$ cat config.mk
export PLATFORM = sky130hd
export DESIGN_NAME = dram_force_cmd
export DESIGN_NICKNAME = d
export VERILOG_FILES = /design/src/rtl/dfc_pkg.sv /design/src/rtl/dfc_ctrl_regs.sv /design/src/rtl/dfc_arbiter.sv /design/src/rtl/dfc_cmd_encoder.sv /design/src/rtl/dram_force_cmd.sv
export SDC_FILE = /design/constraint.sdc
export NUM_CORES = 1
export LEC_CHECK = 0
export CELL_PAD_IN_SITES_DETAIL_PLACEMENT = 0
export CELL_PAD_IN_SITES_GLOBAL_PLACEMENT = 1
export CORE_ASPECT_RATIO = 1.75
export CORE_MARGIN = 5
export CORE_UTILIZATION = 25
export CTS_CLUSTER_DIAMETER = 150
export DETAILED_ROUTE_END_ITERATION = 8
export HOLD_SLACK_MARGIN = 0.05
export PLACE_DENSITY_LB_ADDON = 0.1
export SYNTH_ARGS = -nofsm -noshare
export SYNTH_HDL_FRONTEND = slang
export SYNTH_SLANG_ARGS = --single-unit
$ cat constraint.sdc
create_clock -name clk -period 1.6 [get_ports clk]
set_input_delay 0.4 -clock clk [delete_from_list [all_inputs] [get_ports clk]]
set_output_delay 0.4 -clock clk [all_outputs]
set_load 0.02 [all_outputs]
$ cat src/rtl/dfc_pkg.sv
package dfc_pkg;

    localparam int SEL_W     = 3;
    localparam int CS_CODE_W = 2;
    localparam int REQ_N     = 3;

    // request bit indices; lower index wins arbitration
    localparam int REQ_PRE = 0;
    localparam int REQ_REF = 1;
    localparam int REQ_MRS = 2;

    // control register field positions
    localparam int F_REQ_LO = 0;
    localparam int F_ALL    = 3;
    localparam int F_CS_LO  = 4;
    localparam int F_SEL_LO = 8;
    localparam int F_ERR    = 16;

    // A10 distinguishes the two precharge forms
    localparam int AP_BIT = 10;

    typedef enum logic [2:0] {
        CMD_MRS = 3'b000,
        CMD_REF = 3'b001,
        CMD_PRE = 3'b010,
        CMD_NOP = 3'b111
    } dram_cmd_e;

    typedef struct packed {
        logic [REQ_N-1:0]     req;
        logic                 pre_all;
        logic [CS_CODE_W-1:0] cs_code;
        logic [SEL_W-1:0]     sel;
        logic                 err;
    } ctrl_t;

    function automatic logic [REQ_N-1:0] pick_first(input logic [REQ_N-1:0] v);
        return v & (~v + REQ_N'(1));
    endfunction

    function automatic dram_cmd_e cmd_of(input logic [REQ_N-1:0] onehot);
        dram_cmd_e c;
        c = CMD_NOP;
        if (onehot[REQ_PRE])      c = CMD_PRE;
        else if (onehot[REQ_REF]) c = CMD_REF;
        else if (onehot[REQ_MRS]) c = CMD_MRS;
        return c;
    endfunction

endpackage

$ cat src/rtl/dfc_ctrl_regs.sv
module dfc_ctrl_regs
    import dfc_pkg::*;
#(
    parameter int ADDR_W = 14,
    parameter int DATA_W = 32
) (
    input  logic              clk,
    input  logic              rst,
    input  logic              wr_en,
    input  logic              wr_addr,
    input  logic [DATA_W-1:0] wr_data,
    input  logic              rd_addr,
    output logic [DATA_W-1:0] rd_data,
    input  logic [REQ_N-1:0]  hw_clr,
    input  logic              err_set,
    output ctrl_t             ctrl,
    output logic [ADDR_W-1:0] mode_val
);

    ctrl_t             ctrl_q;
    logic [ADDR_W-1:0] mode_q;
    logic              wr_ctrl;
    logic              wr_mode;
    logic [REQ_N-1:0]  sw_set;
    logic              err_clr;
    logic              unused_wr_bits;

    assign wr_ctrl = wr_en && (wr_addr == 1'b0);
    assign wr_mode = wr_en && (wr_addr == 1'b1);
    assign sw_set  = wr_ctrl ? wr_data[F_REQ_LO +: REQ_N] : '0;
    assign err_clr = wr_ctrl && wr_data[F_ERR];
    assign unused_wr_bits = ^{wr_data[DATA_W-1:F_ERR+1], wr_data[15:11], wr_data[7:6]};

    always_ff @(posedge clk) begin
        if (rst) begin
            ctrl_q <= '0;
            mode_q <= '0;
        end else begin
            // a fresh software request wins over a same-cycle hardware clear
            ctrl_q.req <= (ctrl_q.req & ~hw_clr) | sw_set;
            if (wr_ctrl) begin
                ctrl_q.pre_all <= wr_data[F_ALL];
                ctrl_q.cs_code <= wr_data[F_CS_LO +: CS_CODE_W];
                ctrl_q.sel     <= wr_data[F_SEL_LO +: SEL_W];
            end
            if (err_set)      ctrl_q.err <= 1'b1;
            else if (err_clr) ctrl_q.err <= 1'b0;
            if (wr_mode) mode_q <= wr_data[ADDR_W-1:0];
        end
    end

    always_comb begin
        rd_data = '0;
        if (rd_addr == 1'b0) begin
            rd_data[F_REQ_LO +: REQ_N]    = ctrl_q.req;
            rd_data[F_ALL]                = ctrl_q.pre_all;
            rd_data[F_CS_LO +: CS_CODE_W] = ctrl_q.cs_code;
            rd_data[F_SEL_LO +: SEL_W]    = ctrl_q.sel;
            rd_data[F_ERR]                = ctrl_q.err;
        end else begin
            rd_data[ADDR_W-1:0] = mode_q;
        end
    end

    assign ctrl     = ctrl_q;
    assign mode_val = mode_q;

    // the error flag only falls on an explicit software clear
    assert_err_sticky_R10: assert property (@(posedge clk) disable iff (rst)
        (ctrl_q.err && !err_clr) |=> ctrl_q.err)
        else $error("error flag dropped without a clear write");

    // a request bit served by hardware is gone on the next cycle
    assert_self_clear_R9: assert property (@(posedge clk) disable iff (rst)
        ((|hw_clr) && !wr_ctrl) |=> ((ctrl_q.req & $past(hw_clr)) == '0))
        else $error("served request bit still set");

endmodule

$ cat src/rtl/dfc_arbiter.sv
module dfc_arbiter
    import dfc_pkg::*;
#(
    parameter int NUM_CS     = 2,
    parameter int GAP_CYCLES = 1
) (
    input  logic                 clk,
    input  logic                 rst,
    input  logic [REQ_N-1:0]     req,
    input  logic [CS_CODE_W-1:0] cs_code,
    input  logic                 bus_gnt,
    output logic                 bus_req,
    output logic                 fire,
    output logic [REQ_N-1:0]     pick,
    output logic [REQ_N-1:0]     hw_clr,
    output logic                 err_set
);

    localparam int GAP_W = (GAP_CYCLES < 1) ? 1 : $clog2(GAP_CYCLES + 1);

    logic [GAP_W-1:0] gap_cnt;
    logic             any_req;
    logic             reserved;
    logic             idle;

    assign pick     = pick_first(req);
    assign any_req  = |req;
    assign reserved = int'(cs_code) >= NUM_CS;
    assign idle     = (gap_cnt == '0);
    assign bus_req  = any_req && idle && !reserved;
    assign fire     = bus_req && bus_gnt;
    assign err_set  = any_req && idle && reserved;
    assign hw_clr   = (fire || err_set) ? pick : '0;

    always_ff @(posedge clk) begin
        if (rst)               gap_cnt <= '0;
        else if (fire)         gap_cnt <= GAP_W'(GAP_CYCLES);
        else if (gap_cnt != 0) gap_cnt <= gap_cnt - GAP_W'(1);
    end

    // the cycle after a grant is never a new request
    assert_gap_after_fire_R8: assert property (@(posedge clk) disable iff (rst)
        fire |=> !bus_req)
        else $error("bus requested again without a gap");

    // a grant always serves exactly one request
    assert_one_per_grant_R7: assert property (@(posedge clk) disable iff (rst)
        fire |-> $onehot(hw_clr))
        else $error("grant did not serve exactly one request");

endmodule

$ cat src/rtl/dfc_cmd_encoder.sv
module dfc_cmd_encoder
    import dfc_pkg::*;
#(
    parameter int NUM_CS = 2,
    parameter int ADDR_W = 14
) (
    input  logic                 clk,
    input  logic                 rst,
    input  logic                 fire,
    input  logic [REQ_N-1:0]     pick,
    input  logic [CS_CODE_W-1:0] cs_code,
    input  logic [SEL_W-1:0]     sel,
    input  logic                 pre_all,
    input  logic [ADDR_W-1:0]    mode_val,
    output logic [NUM_CS-1:0]    cs_n,
    output logic                 ras_n,
    output logic                 cas_n,
    output logic                 we_n,
    output logic [SEL_W-1:0]     ba,
    output logic [ADDR_W-1:0]    addr
);

    dram_cmd_e         kind;
    dram_cmd_e         cmd_d, cmd_q;
    logic [SEL_W-1:0]  ba_d;
    logic [ADDR_W-1:0] a_d;
    logic [NUM_CS-1:0] cs_d;

    always_comb begin
        kind = cmd_of(pick);
        ba_d = '0;
        a_d  = '0;
        case (kind)
            CMD_MRS: begin
                ba_d = sel;
                a_d  = mode_val;
            end
            CMD_PRE: begin
                if (pre_all) a_d[AP_BIT] = 1'b1;
                else         ba_d = sel;
            end
            default: ;
        endcase
        cmd_d = fire ? kind : CMD_NOP;
        if (!fire) begin
            ba_d = '0;
            a_d  = '0;
        end
    end

    for (genvar g = 0; g < NUM_CS; g++) begin : g_cs
        assign cs_d[g] = !(fire && (int'(cs_code) == g));
    end

    always_ff @(posedge clk) begin
        if (rst) begin
            cmd_q <= CMD_NOP;
            cs_n  <= '1;
            ba    <= '0;
            addr  <= '0;
        end else begin
            cmd_q <= cmd_d;
            cs_n  <= cs_d;
            ba    <= ba_d;
            addr  <= a_d;
        end
    end

    assign {ras_n, cas_n, we_n} = cmd_q;

    // never more than one chip select active
    assert_onehot_cs_R5: assert property (@(posedge clk) disable iff (rst)
        $onehot0(~cs_n))
        else $error("several chip selects active");

    // a deselected bus carries a NOP
    assert_nop_deselected_R11: assert property (@(posedge clk) disable iff (rst)
        (&cs_n) |-> ({ras_n, cas_n, we_n} == 3'b111))
        else $error("strobes active while deselected");

    // a command lasts one cycle
    assert_single_cycle_R11: assert property (@(posedge clk) disable iff (rst)
        !(&cs_n) |=> (&cs_n))
        else $error("command held beyond one cycle");

endmodule

$ cat src/rtl/dram_force_cmd.sv
module dram_force_cmd
    import dfc_pkg::*;
#(
    parameter int NUM_CS     = 2,
    parameter int ADDR_W     = 14,
    parameter int DATA_W     = 32,
    parameter int GAP_CYCLES = 1
) (
    input  logic              clk,
    input  logic              rst,
    input  logic              wr_en,
    input  logic              wr_addr,
    input  logic [DATA_W-1:0] wr_data,
    input  logic              rd_addr,
    output logic [DATA_W-1:0] rd_data,
    output logic              bus_req,
    input  logic              bus_gnt,
    output logic [NUM_CS-1:0] cs_n,
    output logic              ras_n,
    output logic              cas_n,
    output logic              we_n,
    output logic [SEL_W-1:0]  ba,
    output logic [ADDR_W-1:0] addr
);

    ctrl_t             ctrl;
    logic [ADDR_W-1:0] mode_val;
    logic [REQ_N-1:0]  hw_clr;
    logic [REQ_N-1:0]  pick;
    logic              err_set;
    logic              fire;

    dfc_ctrl_regs #(.ADDR_W(ADDR_W), .DATA_W(DATA_W)) u_regs (
        .clk(clk), .rst(rst),
        .wr_en(wr_en), .wr_addr(wr_addr), .wr_data(wr_data),
        .rd_addr(rd_addr), .rd_data(rd_data),
        .hw_clr(hw_clr), .err_set(err_set),
        .ctrl(ctrl), .mode_val(mode_val)
    );

    dfc_arbiter #(.NUM_CS(NUM_CS), .GAP_CYCLES(GAP_CYCLES)) u_arb (
        .clk(clk), .rst(rst),
        .req(ctrl.req), .cs_code(ctrl.cs_code), .bus_gnt(bus_gnt),
        .bus_req(bus_req), .fire(fire), .pick(pick),
        .hw_clr(hw_clr), .err_set(err_set)
    );

    dfc_cmd_encoder #(.NUM_CS(NUM_CS), .ADDR_W(ADDR_W)) u_enc (
        .clk(clk), .rst(rst),
        .fire(fire), .pick(pick), .cs_code(ctrl.cs_code), .sel(ctrl.sel),
        .pre_all(ctrl.pre_all), .mode_val(mode_val),
        .cs_n(cs_n), .ras_n(ras_n), .cas_n(cas_n), .we_n(we_n),
        .ba(ba), .addr(addr)
    );

endmodule

==> impl_metrics.tcl <==
set metrics [dict create \
    dominantRegCellSynth "sky130_fd_sc_hd__dfxtp_1" \
    synth_top_cell_area_share_pct 51.9 \
    crit_path_cell_trace "or4b_4 > or2_4 > or3_1" \
    routed_wirelength_microns 5370 \
    critical_path.top_delay_family "simple AND/OR/NAND/NOR gates" \
    dr_total_vias 1569 \
    ys_ff_latch 47 \
    netlist_top_cells_count "sky130_fd_sc_hd__dfxtp_1 (47), sky130_fd_sc_hd__nand2_1 (45), sky130_fd_sc_hd__a21oi_1 (24)" \
    finalMaxSlewViolations 0 \
    fin_tns_setup_ps 0 \
    largest_incremental_delay_on_the_critical_path_ps 500 \
    peakVddDrop_mv 0.527 \
    std_cell_rows 41 \
    timing.critical_path.arrival_ps 1730 \
    yosys_synthesis_warning_count 0 \
    wl_per_cell_microns 14.4 \
    achievable-frequency_mhz 638 \
    grt_first_pass_wirelength_microns 8170 \
    mappedNetlistArea_sq_mm 0.00181 \
    cp.buffers_inverters 0 \
    sequential_share_of_the_synthesized_area_pct 51.9 \
    async_flop_share_pct 0 \
    grt_max_degree 25 \
    insertedDiodeCount 0 \
    layout-area-overhead-vs-synth_pct 52.7 \
    synth_enable_flop_cells 0 \
    endpoint_kind "flip-flop" \
    fp.coreArea_sq_mm 0.00713 \
    synthTopCellsByArea "sky130_fd_sc_hd__dfxtp_1 (52%), sky130_fd_sc_hd__nand2_1 (9.3%), sky130_fd_sc_hd__and2_1 (7.2%)" \
    fin_worst_skew_ps 5.29 \
    final-hold-violation-count 0 \
    dr.first_iter.drc_count 77 \
    starting_density_of_the_core_pct 25.4 \
    cts_tree "done" \
    filler_cell_count 754 \
    initial_antenna_violation_count 0 \
    cts-buffers-inserted 5 \
    fp.dieArea_sq_mm 0.00913 \
    num-nets-final 323 \
    timing.critical_path.depth 3 \
    cts.root.buffer_cell "sky130_fd_sc_hd__clkbuf_16" \
    ant_nets 0 \
    fraction_of_layout_instances_using_a_drive_strength_above_1_pct 25.5 \
    dieHeight_microns 123 \
    globalRoute.totalOverflow 0 \
    hold_path_depth 2 \
    cts_max_level 2 \
    clock_sink_count 47 \
    synth_largest_area_cell "sky130_fd_sc_hd__dfxtp_1" \
    critical_path_class "reg2reg" \
    total_power_mw 2.55 \
    worstHoldPathType "reg2reg" \
    library_cells_used_by_synthesis 26 \
    post_synth.cell_area_avg_sq_um 8.94 \
    clock_insertion_delay_worst_skew_ps 290 \
    crit_path_max_fanout 3 \
    die-width_microns 74.4 \
    worst_setup_hold_path_clk_slew_ps 60 \
    gp_congestion 0.712 \
    timing.reg2reg.worst_path_depth 3 \
    clk_path_buf_depth 2 \
    drtPass1Iterations 4 \
    dpl.hpwl_microns 3800 \
    worstSetupStartpointType "flip-flop" \
    ioPinCount 93 \
    via_count_of_the_first_global_routing_pass 1557 \
    rsz0062_at_grt "false" \
    cts.hold.buffers_added 0 \
    synth_cells 203 \
    track_usage_pct 12.5 \
    dpl.cell_count 357 \
    number_of_input_and_output_port_buffers_inserted 58 \
    run_status "completed" \
    setup_viol 0 \
    fin_crit_sh_pct 98.0 \
    maxCapViolations 0 \
    synth_most_common_cell "sky130_fd_sc_hd__dfxtp_1" \
    routed_via_density 4.22 \
    power.leakage_nw 1.37 \
    drc 0 \
    critical_path.slowest_cell "sky130_fd_sc_hd__or4b_4" \
    final_cell_area_sq_mm 0.00277 \
    crit_required_ps 1760 \
    period_needed_ps 1570 \
    powerDensity_mw_per_mm2 922 \
    post_layout_nonfiller_instances 372 \
    detailed_place.area_sq_mm 0.00256 \
]
==> layer usage <==
layer	up-vias	routed length (microns)	GRT usage, %
met5	-	0	0
met4	0	161	6.35
met3	10	400	3.44
met2	51	2990	23.5
met1	715	1820	11.8
li1	793	-	-
==> power breakdown <==
| group | leakage [nW] | switching (mW) | internal, mW |
|---|---|---|---|
| Sequential | 0.385 | 0.0191 | 1.20 |
| Clock | 0.0679 | 0.423 | 0.578 |
| Combinational | 0.914 | 0.179 | 0.156 |
| Total | 1.37 | 0.621 | 1.93 |
==> worst register-to-register path, stage by stage (launching register included) <==
cell and delay [ps]:
sky130_fd_sc_hd__dfxtp_2 320, sky130_fd_sc_hd__or4b_4 500, sky130_fd_sc_hd__or2_4 260, sky130_fd_sc_hd__or3_1 370
==> registers in the layout (all words and copies together) (netlist names) <==
register,count
u_enc.ba,3
u_arb.gap_cnt,1
u_enc.cs_n,2
u_regs.mode_val,14
u_enc.addr,14
u_enc.cmd_q,3
u_regs.ctrl,10
==> cells by family (layout without fill, tap and decap cells) <==
logic type | Yosys count | in the layout | synth area share (%)
AO/OA/AOI/OAI | 33 | 33 | 9.66
buffers and inverters | 30 | 97 | 10.1
flip-flops | 47 | 47 | 51.9
multiplexers | 8 | 8 | 4.97
other | 1 | 17 | 0.207
AND/OR/NAND/NOR | 84 | 84 | 23.2
==> layout by cell type (no fill, tap or decap), types with 4 or more instances in the layout <==
| cell type | count |
|---|---|
| sky130_fd_sc_hd__conb_1 | 17 |
| sky130_fd_sc_hd__dfxtp_1 | 42 |
| sky130_fd_sc_hd__nand2_1 | 45 |
| sky130_fd_sc_hd__buf_6 | 7 |
| sky130_fd_sc_hd__clkbuf_16 | 5 |
| sky130_fd_sc_hd__dlygate4sd2_1 | 13 |
| sky130_fd_sc_hd__o21ai_0 | 4 |
| sky130_fd_sc_hd__and2_1 | 20 |
| sky130_fd_sc_hd__buf_4 | 22 |
| sky130_fd_sc_hd__clkdlybuf4s50_1 | 17 |
| sky130_fd_sc_hd__mux2_2 | 7 |
| sky130_fd_sc_hd__a21oi_1 | 24 |
| sky130_fd_sc_hd__buf_2 | 15 |
| sky130_fd_sc_hd__dlymetal6s2s_1 | 10 |
==> stage by stage <==
stage | worst slack (ps) | hold WS [ps] | utilization [%]
2_1_floorplan | -96.7 | 377 | -
3_3_place_gp | -748 | 446 | 35.9
3_5_place_dp | -759 | 454 | 35.9
4_1_cts | -2.83 | 463 | 37.8
5_1_grt | 0.549 | 482 | 38.8
6_report | 32.3 | 460 | 38.8
==> area by class of cell <==
type / count / area (sq um) / area share, %
Clock buffer: 7 / 133 / 4.79
Multi-Input combinational cell: 142 / 781 / 28.2
Clock inverter: 1 / 5.00 / 0.181
Sequential cell: 47 / 952 / 34.4
Tap cell: 86 / 108 / 3.88
Timing Repair Buffer: 86 / 781 / 28.2
Inverter: 3 / 11.3 / 0.407
==> final timing paths <==
path | startpoint | end | slack (ps)
setup / recovery | u_arb.gap_cnt | u_enc.cmd_q[1] | 30
hold reg to reg | u_regs.mode_val[11] | u_regs.mode_val[11] | 460
hold / removal | u_regs.mode_val[11] | u_regs.mode_val[11] | 460
setup reg to reg | u_arb.gap_cnt | u_enc.cmd_q[1] | 30
==> repair_timing <==
action | CTS | global route
buffers inserted | 3 | 3
gates resized for setup | 100 | 21
endpoints found under the setup margin | 48 | 26
cloned | 2 | 0
hold endpoints to repair | 0 | 0
pin swaps | 5 | 3
Note: power is estimated with default switching activity, not from simulation.
